File: src/rtl/mvfma_pkg.sv
package mvfma_pkg;
  localparam int WORD_W = 32;
  localparam int VL_W   = 12;
  localparam int ROW_W  = 8;
  localparam int CNT_W  = 8;
  localparam int STEP_W = 2;

  typedef struct packed {
    logic load;
    logic adv;
  } ctrlStrobe_t;
endpackage

File: src/rtl/mvfma_ctrl.sv
module mvfma_ctrl
  import mvfma_pkg::*;
(
  input  logic              clk,
  input  logic              rst_n,
  input  logic              instValid,
  input  logic [WORD_W-1:0] instWord,
  input  logic              dblEn,
  input  logic              halfEn,
  output ctrlStrobe_t       strobe,
  output logic              stepValid,
  output logic              stepDone,
  output logic              undefFlag
);
  logic              active;
  logic [STEP_W-1:0] stepCnt;
  logic [STEP_W-1:0] lastIdx;
  logic              fixedOk, isHalf, szBit, legal, accept;

  assign szBit   = instWord[22];
  assign isHalf  = instWord[10];
  assign fixedOk = (instWord[31:23] == 9'b110000010) && instWord[21] &&
                   !instWord[15] && (instWord[12:11] == 2'b11) &&
                   (instWord[4:3] == 2'b00);
  assign legal   = fixedOk &&
                   (isHalf ? (halfEn && !szBit) : (!szBit || dblEn));
  assign accept  = instValid && !active;

  assign stepValid   = active;
  assign stepDone    = active && (stepCnt == lastIdx);
  assign strobe.load = accept && legal;
  assign strobe.adv  = active && !stepDone;

  always_ff @(posedge clk or negedge rst_n) begin
    if (!rst_n) begin
      active    <= 1'b0;
      stepCnt   <= '0;
      lastIdx   <= '0;
      undefFlag <= 1'b0;
    end else begin
      undefFlag <= accept && !legal;
      if (strobe.load) begin
        active  <= 1'b1;
        stepCnt <= '0;
        lastIdx <= instWord[20] ? STEP_W'(3) : STEP_W'(1);
      end else if (stepDone) begin
        active <= 1'b0;
      end else if (active) begin
        stepCnt <= stepCnt + 1'b1;
      end
    end
  end

  // undefined pulse lasts a single cycle
  a_r1_undef_pulse: assert property (@(posedge clk) disable iff (!rst_n)
    undefFlag |=> !undefFlag);
  // no step issued alongside an undefined report
  a_r1_undef_no_step: assert property (@(posedge clk) disable iff (!rst_n)
    $onehot0({undefFlag, stepValid}));
  // a non-final step is always followed by another step
  a_r3_burst_contiguous: assert property (@(posedge clk) disable iff (!rst_n)
    (stepValid && !stepDone) |=> stepValid);
  // after the final step the sequencer is idle for a cycle
  a_r10_idle_after_done: assert property (@(posedge clk) disable iff (!rst_n)
    stepDone |=> !stepValid);
endmodule

File: src/rtl/mvfma_dpath.sv
module mvfma_dpath
  import mvfma_pkg::*;
(
  input  logic              clk,
  input  logic              rst_n,
  input  ctrlStrobe_t       strobe,
  input  logic [WORD_W-1:0] instWord,
  input  logic [VL_W-1:0]   vecLen,
  input  logic [31:0]       idxRegVal,
  output logic [4:0]        srcN,
  output logic [3:0]        srcM,
  output logic [ROW_W-1:0]  zaRow,
  output logic [6:0]        elemBits,
  output logic [CNT_W-1:0]  elemCount
);
  logic [ROW_W-1:0] strideQ, strideNext, rowStart;
  logic [31:0]      idxSum;
  logic [6:0]       bitsNext;
  logic [CNT_W-1:0] cntNext;

  assign strideNext = ROW_W'(vecLen >> (instWord[20] ? 5 : 4));
  assign idxSum     = idxRegVal + {29'd0, instWord[2:0]};
  assign rowStart   = idxSum[ROW_W-1:0] & (strideNext - 1'b1);
  assign bitsNext   = instWord[10] ? 7'd16 : (instWord[22] ? 7'd64 : 7'd32);

  always_comb begin
    case (bitsNext)
      7'd16:   cntNext = CNT_W'(vecLen >> 4);
      7'd32:   cntNext = CNT_W'(vecLen >> 5);
      default: cntNext = CNT_W'(vecLen >> 6);
    endcase
  end

  always_ff @(posedge clk or negedge rst_n) begin
    if (!rst_n) begin
      srcN      <= '0;
      srcM      <= '0;
      zaRow     <= '0;
      strideQ   <= '0;
      elemBits  <= '0;
      elemCount <= '0;
    end else if (strobe.load) begin
      srcN      <= instWord[9:5];
      srcM      <= instWord[19:16];
      zaRow     <= rowStart;
      strideQ   <= strideNext;
      elemBits  <= bitsNext;
      elemCount <= cntNext;
    end else if (strobe.adv) begin
      srcN  <= srcN + 1'b1;
      zaRow <= zaRow + strideQ;
    end
  end

  // element count times element width covers the loaded vector length
  a_r9_count_width: assert property (@(posedge clk) disable iff (!rst_n)
    $past(strobe.load) |-> (32'(elemCount) * 32'(elemBits) == 32'($past(vecLen))));
endmodule

File: src/rtl/mvfma_issue_seq.sv
module mvfma_issue_seq
  import mvfma_pkg::*;
(
  input  logic              clk,
  input  logic              rst_n,
  input  logic              instValid,
  input  logic [WORD_W-1:0] instWord,
  input  logic              dblEn,
  input  logic              halfEn,
  input  logic [VL_W-1:0]   vecLen,
  input  logic [31:0]       idxRegVal,
  output logic [4:0]        idxRegSel,
  output logic              stepValid,
  output logic              stepDone,
  output logic [4:0]        srcN,
  output logic [3:0]        srcM,
  output logic [ROW_W-1:0]  zaRow,
  output logic [6:0]        elemBits,
  output logic [CNT_W-1:0]  elemCount,
  output logic              undefFlag
);
  ctrlStrobe_t strobe;

  assign idxRegSel = {3'b010, instWord[14:13]};

  mvfma_ctrl u_ctrl (
    .clk(clk), .rst_n(rst_n), .instValid(instValid), .instWord(instWord),
    .dblEn(dblEn), .halfEn(halfEn), .strobe(strobe),
    .stepValid(stepValid), .stepDone(stepDone), .undefFlag(undefFlag)
  );

  mvfma_dpath u_dpath (
    .clk(clk), .rst_n(rst_n), .strobe(strobe), .instWord(instWord),
    .vecLen(vecLen), .idxRegVal(idxRegVal), .srcN(srcN), .srcM(srcM),
    .zaRow(zaRow), .elemBits(elemBits), .elemCount(elemCount)
  );

  // first-source register steps by one with 5-bit wrap
  a_r4_src_step: assert property (@(posedge clk) disable iff (!rst_n)
    (stepValid && !stepDone) |=> (srcN == 5'($past(srcN) + 5'd1)));
  // second-source register is held across the burst
  a_r5_m_stable: assert property (@(posedge clk) disable iff (!rst_n)
    (stepValid && !stepDone) |=> $stable(srcM));
  // row stays inside the array (vecLen held during a burst)
  a_r6_row_in_range: assert property (@(posedge clk) disable iff (!rst_n)
    stepValid |-> (12'(zaRow) < (vecLen >> 3)));
  // row increments are equal across a burst
  a_r7_even_stride: assert property (@(posedge clk) disable iff (!rst_n)
    (stepValid && $past(stepValid) && $past(stepValid, 2) && !$past(stepDone, 2))
    |-> (ROW_W'(zaRow - $past(zaRow)) == ROW_W'($past(zaRow) - $past(zaRow, 2))));
endmodule

File: config.mk
export PLATFORM = sky130hd
export DESIGN_NAME = mvfma_issue_seq
export DESIGN_NICKNAME = d
export VERILOG_FILES = /design/src/rtl/mvfma_pkg.sv /design/src/rtl/mvfma_ctrl.sv /design/src/rtl/mvfma_dpath.sv /design/src/rtl/mvfma_issue_seq.sv
export SDC_FILE = /design/constraint.sdc
export NUM_CORES = 1
export LEC_CHECK = 0
export ABC_AREA = 1
export CAP_MARGIN = 15
export CORE_MARGIN = 5
export CORE_UTILIZATION = 43
export DETAILED_ROUTE_END_ITERATION = 10
export GPL_ROUTABILITY_DRIVEN = 0
export PLACE_DENSITY = 0.82
export SLEW_MARGIN = 5
export SYNTH_ARGS = -nofsm -noshare
export SYNTH_HDL_FRONTEND = slang
export SYNTH_SLANG_ARGS = --single-unit
File: constraint.sdc
create_clock -name clk -period 2.2 [get_ports clk]
set_input_delay 0.33 -clock clk [delete_from_list [all_inputs] [get_ports clk]]
set_output_delay 0.33 -clock clk [all_outputs]
set_load 0.05 [all_outputs]
; ---- Yosys cells after proc, flatten, opt, wreduce, memory -nomap -nowiden
; Index checks and enable logic that the tools add are counted.
[classes]
add_sub_neg = 5
reduce_logical = 22
bitwise = 1
eq_ne = 6
muxes = 15
shifts = 1
[ops]
columns = op, count
row1 = $shr 12x32->8, 1
row2 = $mux 8, 2
row3 = $pmux 8 s2, 1
row4 = $mux 7, 2
row5 = $logic_and 1x1->1, 11
row6 = $mux 5, 2
row7 = $eq 9x9->1 const B, 1
row8 = $add 8x3->8, 1
row9 = $add 8x8->8, 1
row10 = $and 8x8->8, 1
row11 = $mux 2, 4
row12 = $sub 8x1->8 const B, 1
row13 = $eq 7x5->1 const B, 1
row14 = $eq 7x6->1 const B, 1
row15 = $reduce_bool 2->1, 3
row16 = $add 5x1->5 const B, 1
row17 = $logic_not 1->1, 5
row18 = $mux 1, 4
row19 = $add 2x1->2 const B, 1
row20 = $eq 2x2->1, 1
row21 = $eq 2x2->1 const B, 1
row22 = $logic_not 2->1, 1
row23 = $ne 2x2->1 const B, 1
row24 = $reduce_and 2->1, 1
row25 = $logic_or 1x1->1, 1
[totals]
regBits = 46
word_cells = 60

; ---- Logic depth before layout (Yosys ltp)
[logic_depth]
word_depth = 9
ltp_mapped = 14
ltp_nobuf = 13

; ---- Modules after synthesis
; A second synthesis with hierarchy kept.
[hier_totals]
cells_unflattened = 411
hier_area_um2 = 2909.0
[by_module_without_submodules]
columns = mod, seq_area_each_um2, cells_per_inst, area_per_inst_um2, n_inst
row1 = mvfma_dpath, 900.9, 344, 2477.4, 1
row2 = mvfma_ctrl, 150.1, 60, 386.6, 1
row3 = mvfma_issue_seq, 0.0, 7, 45.0, 1

; ---- Least setup slack after synthesis
; Ideal clock, no wire load.
[synth_timing]
path_kind = register to register
startpoint = register u_dpath.zaRow[0]
endpoint = register u_dpath.zaRow[6]
arrival_ns = 1.794
stages_incl_launch_ff = 12
path_slack_ns = 0.293
required_ns = 2.087
cell_sequence = dfrtp_1 -> ha_1 -> inv_1 -> fa_1 -> inv_1 -> nand4_1 -> nand3_1 -> nand2_1 -> nand3_1 -> nand3_1 -> nand2_1 -> inv_1
[synth_between]
elab_chain_len = 3
[synth_lines]
columns = element, line_no
row1 = "start, declared", mvfma_dpath.sv:12  ; output logic [ROW_W-1:0] zaRow,
row2 = "start signal, assigned", mvfma_dpath.sv:45  ; zaRow <= rowStart;
row3 = "start signal, assigned", mvfma_dpath.sv:51  ; zaRow <= zaRow + strideQ;
row4 = $add 8x8->8, mvfma_dpath.sv:51
row5 = $mux 8, mvfma_dpath.sv:49  ; end else if (strobe.adv) begin
row6 = $mux 8, mvfma_dpath.sv:42  ; end else if (strobe.load) begin
; No other way between the ends. The select of a mux whose other input is x is not followed.
; A chain may end at the register's enable or synchronous reset.

; ---- Worst setup path in the final report
[layout_timing]
startpoint = register u_ctrl.lastIdx[1]
endpoint = register u_dpath.srcN[3]
[layout_between]
elab_chain_len = 5
[layout_lines]
columns = element, line_no
row1 = "start, declared", mvfma_ctrl.sv:17  ; logic [STEP_W-1:0] lastIdx;
row2 = "start signal, assigned", mvfma_ctrl.sv:45  ; lastIdx <= instWord[20] ? STEP_W'(3) : STEP_W'(1);
row3 = $eq 2x2->1, mvfma_ctrl.sv:30  ; assign stepDone = active && (stepCnt == lastIdx);
row4 = $logic_and 1x1->1, mvfma_ctrl.sv:30
row5 = $logic_not 1->1, mvfma_ctrl.sv:32  ; assign strobe.adv = active && !stepDone;
row6 = $logic_and 1x1->1, mvfma_ctrl.sv:32
row7 = $reduce_bool 2->1 (no source line), --
row8 = "end signal, assigned", mvfma_dpath.sv:43  ; srcN <= instWord[9:5];
row9 = "end signal, assigned", mvfma_dpath.sv:50  ; srcN <= srcN + 1'b1;
row10 = "end, declared", mvfma_dpath.sv:10  ; output logic [4:0] srcN,
; No other way between the ends.

==> run metrics <==
Final Cycle Share=0.865; worst-case reg-to-reg path depth=7; core area=6310 um2; final net count=563; global-route congestion overflow total=0; Mapped Area=2760 um2; row count=29; crit path time final=1.90 ns; I/O pins=121; chip height=around 90 um; post-synth top area cell=dfrtp_1; hold slack=-0.00662 ns; GRT Util Overall=0.172; die width=90.2 um; antenna-violating nets left=0; Area Overhead vs Synth=35.4%; DP Wirelength=about 5400 um; DRT iter0 DRCs=104; slew margin rel.=0.641; Post-CTS Repair Setup Buffers=0; TritonCTS Buffers=5; Clock Skews=between 0.004 and 0.005 ns; starting density of the core=0.438; CTS tree=yes; peak supply drop=around 380 uV; share of the synthesized area in the top cell type=0.380; start of the worst register-to-register path=u_ctrl.lastIdx[1]; failing checks=negative hold slack; Max Cap Violations=0; final core utilization=0.593; worst slew pin tran=0.537 ns; Seq/Total Area, Yosys=0.380; Leakage=1.93 nW; worst hold path type=input pin to async pin; hold buffers post-CTS=0; port buffer count=81; DRT Pass-1 Iters=4; Hold Vio Cnt, Final=10; critical path class=flip-flop to flip-flop; clk sinks=42; WP data arrival=2.06 ns; # DRC=0; clock buffer depth=2; post-CTS resize count=0; Setup Viol. Count Final=0; number of slew-limit violations in the final report=0; RSZ-0062 raised after global routing=no; largest net degree at the start of global routing=43; Root Buffer=clkbuf_8; status=complete, but fails checks; top_reg_cell synth=dfrtp_1; startpoint types=flip-flop; PwrDens=around 450 nW/um2; crit path max fanout=13; fmax=525 MHz; Reg2Reg Setup Slack=between 0.2 and 0.3 ns; crit path launch=u_ctrl.lastIdx[1]; fraction of layout cells with a size suffix above 1=0.0598; H-tree levels=2; Critical Path RT=2.36 ns; top cells by count, synth=nand2_1, dfrtp_1, inv_1, nor2_1, nand3_1; Critical Path End=u_dpath.srcN[3]; routed length per instance=12.7 um; DR vias/cell=between 4 and 5; Setup TNS=0 ns; cell count after synthesis=385; Synth Area per Inst=7.18 um2; flops & latches, synth=42; Post-synth EDFFs=0; first-pass GRT wire length=11800 um; initial antenna violation count=0; Reg2Reg Capture Point=u_dpath.srcN[3]; fraction of registers with async set or reset after synthesis=1.00; most numerous cell in the Yosys netlist=nand2_1; fill cell count=580; Worst setup EP type=flip-flop; Vias=2679; vias in the first global route=2762; DRT Wirelength=6930 um; Reg clk slew, reported paths=0.08 ns; die area=8130 um2; synth warn=0; Distinct cells, synth=30; top post-synthesis cells by area=dfrtp_1, nand2_1, inv_1; clk_lat worst skew=between 0.2 and 0.3 ns; Ant. Diodes=0
-- layout make-up --
type	count	area (um2)	area share
multi-input cells	287	1450	0.387
flip-flops and latches	42	1050	0.281
repair buffers	88	868	0.232
inverters	44	165	0.0441
well taps	77	96.3	0.0257
clock buffers	6	82.6	0.0221
clock inverters	1	30.0	0.00802
-- routing by layer --
metal  vias to the layer above  part of all wire  global-route usage
met5                         -                 0                   0
met4                         0            0.0094              0.0385
met1                      1218              0.43               0.200
li1                       1365                 -                   -
met3                         5             0.082              0.0543
met2                        91              0.47               0.306
-- worst max-delay path, cell delays in order, from the launching register on --
cell	delay (ns)
dfrtp_1	0.40
or2_2	0.29
nand4_1	0.10
nand2_1	0.26
nand2_2	0.33
inv_1	0.20
nand2_1	0.10
o211ai_1	0.10
-- cell usage in the layout (no fill, tap or decap), types with 2 or more instances in the layout --
cell             netlist  layout
xnor2_1                5       5
xor2_1                 9       9
inv_1                 41      41
nand4_1                3       3
o211ai_1               3       3
dfrtp_1               42      42
nand3b_1               2       2
buf_4                  9       7
nand2_2                2       2
nand3_1               25      25
o21ai_0               24      24
a21oi_1               10      10
o22ai_1                7       7
ha_1                  12      12
nand2_1              133     133
inv_2                  3       3
fa_1                   2       2
nor2_1                27      27
o21ai_1                5       5
clkdlybuf4s50_1        0      79
conb_1                 2       7
or2_2                  5       5
clkbuf_8               0       6
-- flip-flops by register name, indices dropped and copies added, names as in the netlist --
register	flops
u_dpath.elemCount	8
u_dpath.elemBits	3
u_dpath.srcN	5
u_dpath.srcM	4
u_ctrl.undefFlag	1
u_ctrl.stepValid	1
u_ctrl.lastIdx	2
u_dpath.zaRow	8
u_ctrl.stepCnt	2
u_dpath.strideQ	8
-- worst min path at each step --
stage | endpoint | cells past startpoint | slack [ns]
after CTS | u_dpath.elemCount[1] | 2 | 0.003
final | u_dpath.srcM[3] | 2 | -0.007
after global placement | u_dpath.srcM[2] | 2 | 0.32
after detailed placement | u_dpath.srcM[2] | 2 | 0.33
after global routing | u_dpath.srcM[3] | 2 | 0.01
after floorplan | u_ctrl.lastIdx[0] | 0 | 0.03
-- per-stage QoR --
step	instances	total power, mW	instance area (um2)	setup WS [ns]
6_report	545	1.67	3740	0.296
5_1_grt	545	1.75	3740	0.163
4_1_cts	545	1.69	3740	0.286
3_5_place_dp	538	1.06	3630	-0.0236
3_3_place_gp	538	1.06	3630	0.0305
2_1_floorplan	390	0.934	2780	0.293
-- logic make-up (layout without fill, tap and decap cells) --
| kind of cell | after synthesis | count (layout) | share of synthesized area |
|---|---|---|---|
| AND/OR/NAND/NOR | 200 | 200 | 0.299 |
| buffers and inverters | 61 | 139 | 0.102 |
| AO/OA/AOI/OAI | 52 | 52 | 0.103 |
| flip-flops | 42 | 42 | 0.380 |
| adder cells (fa/ha/maj) | 14 | 14 | 0.0688 |
| XOR/XNOR | 14 | 14 | 0.0444 |
| other | 2 | 7 | 0.00272 |
-- power breakdown --
part	leakage, nW	switching, mW	internal [mW]
combinational	1.30	0.143	0.128
clock	0.0573	0.264	0.363
sequential	0.569	0.000448	0.772
No activity file was read; power rests on OpenSTA's default activity.
